<file path="config.mk">
export PLATFORM = sky130hd
export DESIGN_NAME = bb_sector_guard
export DESIGN_NICKNAME = d
export VERILOG_FILES = /design/src/rtl/bb_sector_pkg.sv /design/src/rtl/bb_region_decode.sv /design/src/rtl/bb_lock_bank.sv /design/src/rtl/bb_protect_arb.sv /design/src/rtl/bb_sector_guard.sv
export SDC_FILE = /design/constraint.sdc
export NUM_CORES = 1
export LEC_CHECK = 0
export BUFFER_PORTS_ARGS = -buffer_cell sky130_fd_sc_hd__buf_2
export CAP_MARGIN = 10
export CORE_MARGIN = 4
export CORE_UTILIZATION = 48
export CTS_CLUSTER_DIAMETER = 120
export DETAILED_ROUTE_END_ITERATION = 8
export GPL_ROUTABILITY_DRIVEN = 1
export PLACE_DENSITY = 0.81
export SLEW_MARGIN = 20
export SYNTH_ARGS = -nofsm -noshare
export SYNTH_HDL_FRONTEND = slang
export SYNTH_SLANG_ARGS = --single-unit
</file>
<file path="constraint.sdc">
create_clock -name clk -period 4.99 [get_ports clk]
set_clock_uncertainty 0.2 [all_clocks]
set_input_delay 0.499 -clock clk [delete_from_list [all_inputs] [get_ports clk]]
set_output_delay 0.499 -clock clk [all_outputs]
set_load 0.05 [all_outputs]
</file>
<file path="src/rtl/bb_sector_pkg.sv">
// Package: shared reset-level encoding and the region layout arithmetic.
// Assumes the layout is boot, two parameter, one mid and N big regions.
package bb_sector_pkg;

    // Encoding of the reset / power-down pin level
    typedef enum logic [1:0] {
        RP_DOWN     = 2'b00,
        RP_NORMAL   = 2'b01,
        RP_OVERRIDE = 2'b10,
        RP_UNUSED   = 2'b11
    } rp_level_e;

    // Length in words of region i; top-boot mirrors the bottom order
    function automatic int unsigned region_words(
        input int unsigned i,
        input int unsigned n_blk,
        input bit          top,
        input int unsigned boot_w,
        input int unsigned param_w,
        input int unsigned mid_w,
        input int unsigned big_w
    );
        int unsigned k;
        k = top ? (n_blk - 1 - i) : i;
        if (k == 0)       return boot_w;
        else if (k <= 2)  return param_w;
        else if (k == 3)  return mid_w;
        else              return big_w;
    endfunction

    // First word of region i: sum of the lengths of all regions below it
    function automatic int unsigned region_base(
        input int unsigned i,
        input int unsigned n_blk,
        input bit          top,
        input int unsigned boot_w,
        input int unsigned param_w,
        input int unsigned mid_w,
        input int unsigned big_w
    );
        int unsigned acc;
        acc = 0;
        for (int unsigned j = 0; j < i; j++)
            acc += region_words(j, n_blk, top, boot_w, param_w, mid_w, big_w);
        return acc;
    endfunction

endpackage

</file>
<file path="src/rtl/bb_region_decode.sv">
// Region decoder: compares the address against every region's bounds in
// parallel and returns index, base and length of the hit.
// Assumes the regions tile the address space exactly (one hit per address).
module bb_region_decode
    import bb_sector_pkg::*;
#(
    parameter int unsigned ADDR_W      = 19,
    parameter bit          TOP_BOOT    = 1'b0,
    parameter int unsigned BOOT_WORDS  = 8192,
    parameter int unsigned PARAM_WORDS = 4096,
    parameter int unsigned MID_WORDS   = 16384,
    parameter int unsigned BIG_WORDS   = 32768,
    parameter int unsigned NUM_BLK     = 19,
    parameter int unsigned IDX_W       = 5
) (
    input  logic [ADDR_W-1:0] addr,
    output logic [IDX_W-1:0]  idx,
    output logic [ADDR_W-1:0] base,
    output logic [ADDR_W-1:0] words
);

    localparam int unsigned SPACE = 1 << ADDR_W;

    logic [NUM_BLK-1:0] hit;
    logic [ADDR_W-1:0]  base_tab  [NUM_BLK];
    logic [ADDR_W-1:0]  words_tab [NUM_BLK];

    for (genvar gi = 0; gi < NUM_BLK; gi++) begin : g_region
        localparam int unsigned LO = region_base(gi, NUM_BLK, TOP_BOOT,
            BOOT_WORDS, PARAM_WORDS, MID_WORDS, BIG_WORDS);
        localparam int unsigned SZ = region_words(gi, NUM_BLK, TOP_BOOT,
            BOOT_WORDS, PARAM_WORDS, MID_WORDS, BIG_WORDS);
        localparam int unsigned HI = LO + SZ;

        logic lo_ok;
        logic hi_ok;

        assign base_tab[gi]  = ADDR_W'(LO);
        assign words_tab[gi] = ADDR_W'(SZ);

        // Lower bound test, dropped for the region starting at zero
        if (LO == 0) begin : g_lo_free
            assign lo_ok = 1'b1;
        end else begin : g_lo_cmp
            assign lo_ok = ({1'b0, addr} >= (ADDR_W+1)'(LO));
        end

        // Upper bound test, dropped for the region ending at the top
        if (HI >= SPACE) begin : g_hi_free
            assign hi_ok = 1'b1;
        end else begin : g_hi_cmp
            assign hi_ok = ({1'b0, addr} < (ADDR_W+1)'(HI));
        end

        assign hit[gi] = lo_ok & hi_ok;
    end

    // Encode the hit vector and select that region's base and length
    always_comb begin
        idx = '0;
        for (int i = NUM_BLK - 1; i >= 0; i--) begin
            if (hit[i]) idx = IDX_W'(i);
        end
        base  = base_tab[idx];
        words = words_tab[idx];
    end

endmodule

</file>
<file path="src/rtl/bb_lock_bank.sv">
// Lock bank: one flip-flop per region, 1 = unlocked. Clear and set strobes
// act only on the addressed region; the clear (unlock) strobe wins.
// Assumes the strobes arrive already qualified by the protection decision.
module bb_lock_bank #(
    parameter int unsigned NUM_BLK = 19,
    parameter int unsigned IDX_W   = 5
) (
    input  logic             clk,
    input  logic             rst_n,
    input  logic [IDX_W-1:0] idx,
    input  logic             lock_en,
    input  logic             unlock_en,
    output logic             lock_at
);

    logic [NUM_BLK-1:0] lock_q;

    for (genvar gi = 0; gi < NUM_BLK; gi++) begin : g_bit
        logic sel;
        assign sel = (idx == IDX_W'(gi));

        // Update one region's lock bit; reset leaves it unlocked
        always_ff @(posedge clk) begin
            if (!rst_n)                 lock_q[gi] <= 1'b1;
            else if (unlock_en && sel)  lock_q[gi] <= 1'b1;
            else if (lock_en && sel)    lock_q[gi] <= 1'b0;
        end
    end

    // Return the addressed region's bit
    always_comb begin
        lock_at = 1'b1;
        for (int i = 0; i < NUM_BLK; i++) begin
            if (idx == IDX_W'(i)) lock_at = lock_q[i];
        end
    end

endmodule

</file>
<file path="src/rtl/bb_protect_arb.sv">
// Protection arbiter: grants modification from the reset level, the
// write-protect pin and the addressed lock bit. Purely combinational.
// Assumes the unused reset code must be treated as the safe (refuse) case.
module bb_protect_arb
    import bb_sector_pkg::*;
(
    input  logic [1:0] rp_level,
    input  logic       wp_pin,
    input  logic       lock_at,
    output logic       modify_ok
);

    // Decide the grant for the current reset level
    always_comb begin
        unique case (rp_level)
            RP_OVERRIDE: modify_ok = 1'b1;
            RP_NORMAL:   modify_ok = wp_pin | lock_at;
            default:     modify_ok = 1'b0;
        endcase
    end

endmodule

</file>
<file path="src/rtl/bb_sector_guard.sv">
// Top: region decoder, lock bank and protection arbiter for a boot-block
// flash array. Outputs follow the address combinationally; lock changes
// land on the next clock edge. Assumes the controller holds the address
// steady while a request is raised.
module bb_sector_guard
    import bb_sector_pkg::*;
#(
    parameter bit          TOP_BOOT    = 1'b0,
    parameter int unsigned ADDR_W      = 19,
    parameter int unsigned BOOT_WORDS  = 8192,
    parameter int unsigned PARAM_WORDS = 4096,
    parameter int unsigned MID_WORDS   = 16384,
    parameter int unsigned BIG_WORDS   = 32768,
    parameter int unsigned STAT_BIT    = 6
) (
    input  logic              clk,
    input  logic              rst_n,
    input  logic [ADDR_W-1:0] word_addr,
    input  logic [1:0]        rp_level,
    input  logic              wp_pin,
    input  logic              lock_set_req,
    input  logic              erase_req,
    output logic [4:0]        blk_index,
    output logic [ADDR_W-1:0] blk_base,
    output logic [ADDR_W-1:0] blk_size,
    output logic              modify_ok,
    output logic              lock_bit,
    output logic [7:0]        status_byte
);

    localparam int unsigned SMALL_SUM = BOOT_WORDS + 2 * PARAM_WORDS + MID_WORDS;
    localparam int unsigned NUM_BIG   = ((1 << ADDR_W) - SMALL_SUM) / BIG_WORDS;
    localparam int unsigned NUM_BLK   = 4 + NUM_BIG;
    localparam int unsigned IDX_W     = 5;

    logic lock_en;
    logic unlock_en;

    bb_region_decode #(
        .ADDR_W     (ADDR_W),
        .TOP_BOOT   (TOP_BOOT),
        .BOOT_WORDS (BOOT_WORDS),
        .PARAM_WORDS(PARAM_WORDS),
        .MID_WORDS  (MID_WORDS),
        .BIG_WORDS  (BIG_WORDS),
        .NUM_BLK    (NUM_BLK),
        .IDX_W      (IDX_W)
    ) u_dec (
        .addr (word_addr),
        .idx  (blk_index),
        .base (blk_base),
        .words(blk_size)
    );

    bb_lock_bank #(
        .NUM_BLK(NUM_BLK),
        .IDX_W  (IDX_W)
    ) u_bank (
        .clk      (clk),
        .rst_n    (rst_n),
        .idx      (blk_index),
        .lock_en  (lock_en),
        .unlock_en(unlock_en),
        .lock_at  (lock_bit)
    );

    bb_protect_arb u_arb (
        .rp_level (rp_level),
        .wp_pin   (wp_pin),
        .lock_at  (lock_bit),
        .modify_ok(modify_ok)
    );

    // Qualify requests by the grant; erase outranks lock-set
    always_comb begin
        unlock_en = erase_req & modify_ok;
        lock_en   = lock_set_req & modify_ok & ~erase_req;
    end

    // Place the lock bit in its status position, other bits zero
    always_comb begin
        status_byte           = '0;
        status_byte[STAT_BIT] = lock_bit;
    end

endmodule

</file>
==> impl_results.md <==
- Largest net degree at the start of global routing: 25
- Initial Utilization: just over 50%
- CTS clk-pin slew, worst paths: 0.07 ns
- Drt first pass iters: 5
- Seq cells post-synth: 19
- Number of hold-slack violations in the final timing report: 0
- Worst setup EP type: primary output
- Critical path peak fanout: 13
- Status: complete, no violations
- Post-route ant nets: 0
- Total gr overflow: 0
- Layout cell share with drive strength beyond 1: 19.0%
- Hold Buf Count CTS: 0
- Clock Path Buffers: 2
- Largest Register: u_bank.lock_q
- Design Power: 456 uW
- Worst Path Arrival: 3.81 ns
- CP bufs+invs: 3
- Largest register FFs: 19
- H-Tree Depth: 1
- Syn Area/Cell: 7.74 um2
- Cts bufs inserted: 3
- Vias in the first global route: roughly 1400
- Setup tns final: 0 ns
- Final wirelength: 4.31 mm
- Tot GR Track Use: a little under a fifth
- IO buf count: 32
- PD cells: between 200 and 300 mW/mm2
- Post-route DRC: 0
- Worst stage delay on the critical path: 0.47 ns
- Worst-path cell chain: buf_2, or2_1, nor3_4, inv_2, nor2_1, a22o_1, ha_1, nor2b_1, o41ai_1, o41ai_1, o21ai_1, a2111o_1, a31oi_4, nor2_1, buf_2
- # IOs: 79
- Largest regs: u_bank.lock_q (19)
- Hold WS: 0.302 ns
- DIE HEIGHT: approximately 70 um
- Max Transition Viols Final: 0
- Register area share after synthesis: a little over a fifth
- Mapped cell area: 0.00176 mm2
- TritonCTS clock tree: yes
- Final Net Count: ~280
- Fraction of registers with async set/reset: 0%
- Detailed-route via count: roughly 1700
- Tcrit/Tclk final: 90.4%
- Diode count: 0
- CP max stage cell: ha_1
- Clk Latency, worst-skew pair: around 0.26 ns
- Average wire per standard cell: around 15 um
- Maxcap violations: 0
- Most common cell after layout, fill and taps aside: conb_1
- Initial DRC Count: around 190
- Slew at the pin with the worst max-slew slack: ~0.65 ns
- Pre-CTS WS: about 0.51 ns
- CP startpoint kind: primary input
- Clock sinks: 19
- Setup violators final: 0
- Hold WC Path Type: register to register
- HPWL after detailed placement: about 3.2 mm
- CP required: ~4.3 ns
- Most frequent cells in the layout: conb_1 (34), buf_2 (32), o31ai_1 (20)
- Max Freq: roughly 220 MHz
- Post-synth top flop: dfxtp_1
- Leak: roughly 0.00077 uW
- RSZ-0062 raised after global routing: no
- # rows: 21
- Core Box Area: about 0.0034 mm2
- Min Clock Period, post-route: about 4.5 ns
- Max-slew headroom: a little under three fifths
- Synth-to-Final Area Change: 2.99%
- Setup Buffers After CTS: 0
- Post-synth EDFFs: 0
- Setup ws final: 0.478 ns
- Clock root buffer: clkbuf_8
- GP Congestion: between 0.8 and 0.9
- Crit-path leading delay family: compound AO/OA/AOI/OAI gates
- Initial antenna violation count: 0
- First-pass GRT wire length: ~6.6 mm
- Gates resized, CTS repair: 0
- Die Wd: 68.5 um
- Crit path kind: primary input to primary output
- Vias per inst: roughly 5.7
- Netlist cell types: 46
- Post-Synthesis Cells: around 230
- Ys Warns: 0
- Worst vdd ir: around 90 uV
- Die Area: 0.00469 mm2
==> power by group <==
part	leakage, uW	internal [uW]	switching [uW]
clock network	0.0000228	56.8	51.6
registers	0.000154	152	0.354
logic	0.000591	36.7	158
==> tightest hold or removal path: cells and delay by family (launching register included) <==
kind,cells,cell delay (ns)
flops,1,0.31
compound gates,2,0.14
==> synth_stat cells (3+ instances only) <==
cell      count  area (um2)
o41ai_1       3        26.3
nor2_1       14        52.6
o22ai_1       3        18.8
o211ai_1     18         135
inv_1        12        45.0
ha_1          6        75.1
buf_4        37         278
a21oi_1       8        40.0
a221oi_1      4        35.0
o31ai_1      20         150
a31oi_1       3        18.8
nor2b_1       5        31.3
or2_2         3        18.8
nand2_1      19        71.3
clkbuf_1      9        33.8
nor3_1        3        15.0
nand3_1       3        15.0
dfxtp_1      19         380
buf_6         3        33.8
o21ai_0       4        20.0
==> metrics by stage <==
stage	instance area, um2	util (%)	std cells
2_1_floorplan	1880	-	260
3_3_place_gp	1770	51.3	290
3_5_place_dp	1770	51.3	290
4_1_cts	1810	52.6	294
5_1_grt	1810	52.6	294
6_report	1810	52.6	294
==> cells by family after synthesis <==
logic type | synth area share (%)
fa+ha+maj | 4.27
compound gates | 33.2
buf+inv | 22.6
simple gates | 17.5
flops | 21.6
other cells | 0.213
xor+xnor | 0.498
==> path summary, 6_finish.rpt <==
check	end	cells after the start	slack [ns]	startpoint
setup / recovery	modify_ok	15	0.48	word_addr[15]
hold / removal	u_bank.lock_q[11]	2	0.30	u_bank.lock_q[11]
setup reg to reg	u_bank.lock_q[0]	8	2.23	u_bank.lock_q[3]
hold reg to reg	u_bank.lock_q[11]	2	0.30	u_bank.lock_q[11]
==> cell type report <==
class / count / area, um2
multi-input cells: 178 / 1100
flip-flops and latches: 19 / 380
repair buffers: 34 / 175
clock buffers: 4 / 45.0
inverters: 13 / 48.8
fillers: 352 / 1630
well taps: 46 / 57.6
==> routing by layer <==
metal	GRT usage, %	vias up	wire (um)
met5	0	-	0
met4	5.46	0	50
met3	2.76	8	392
met2	30.2	85	2030
met1	24.5	768	1840
li1	-	801	-
Note: power is estimated with default switching activity, not from simulation.
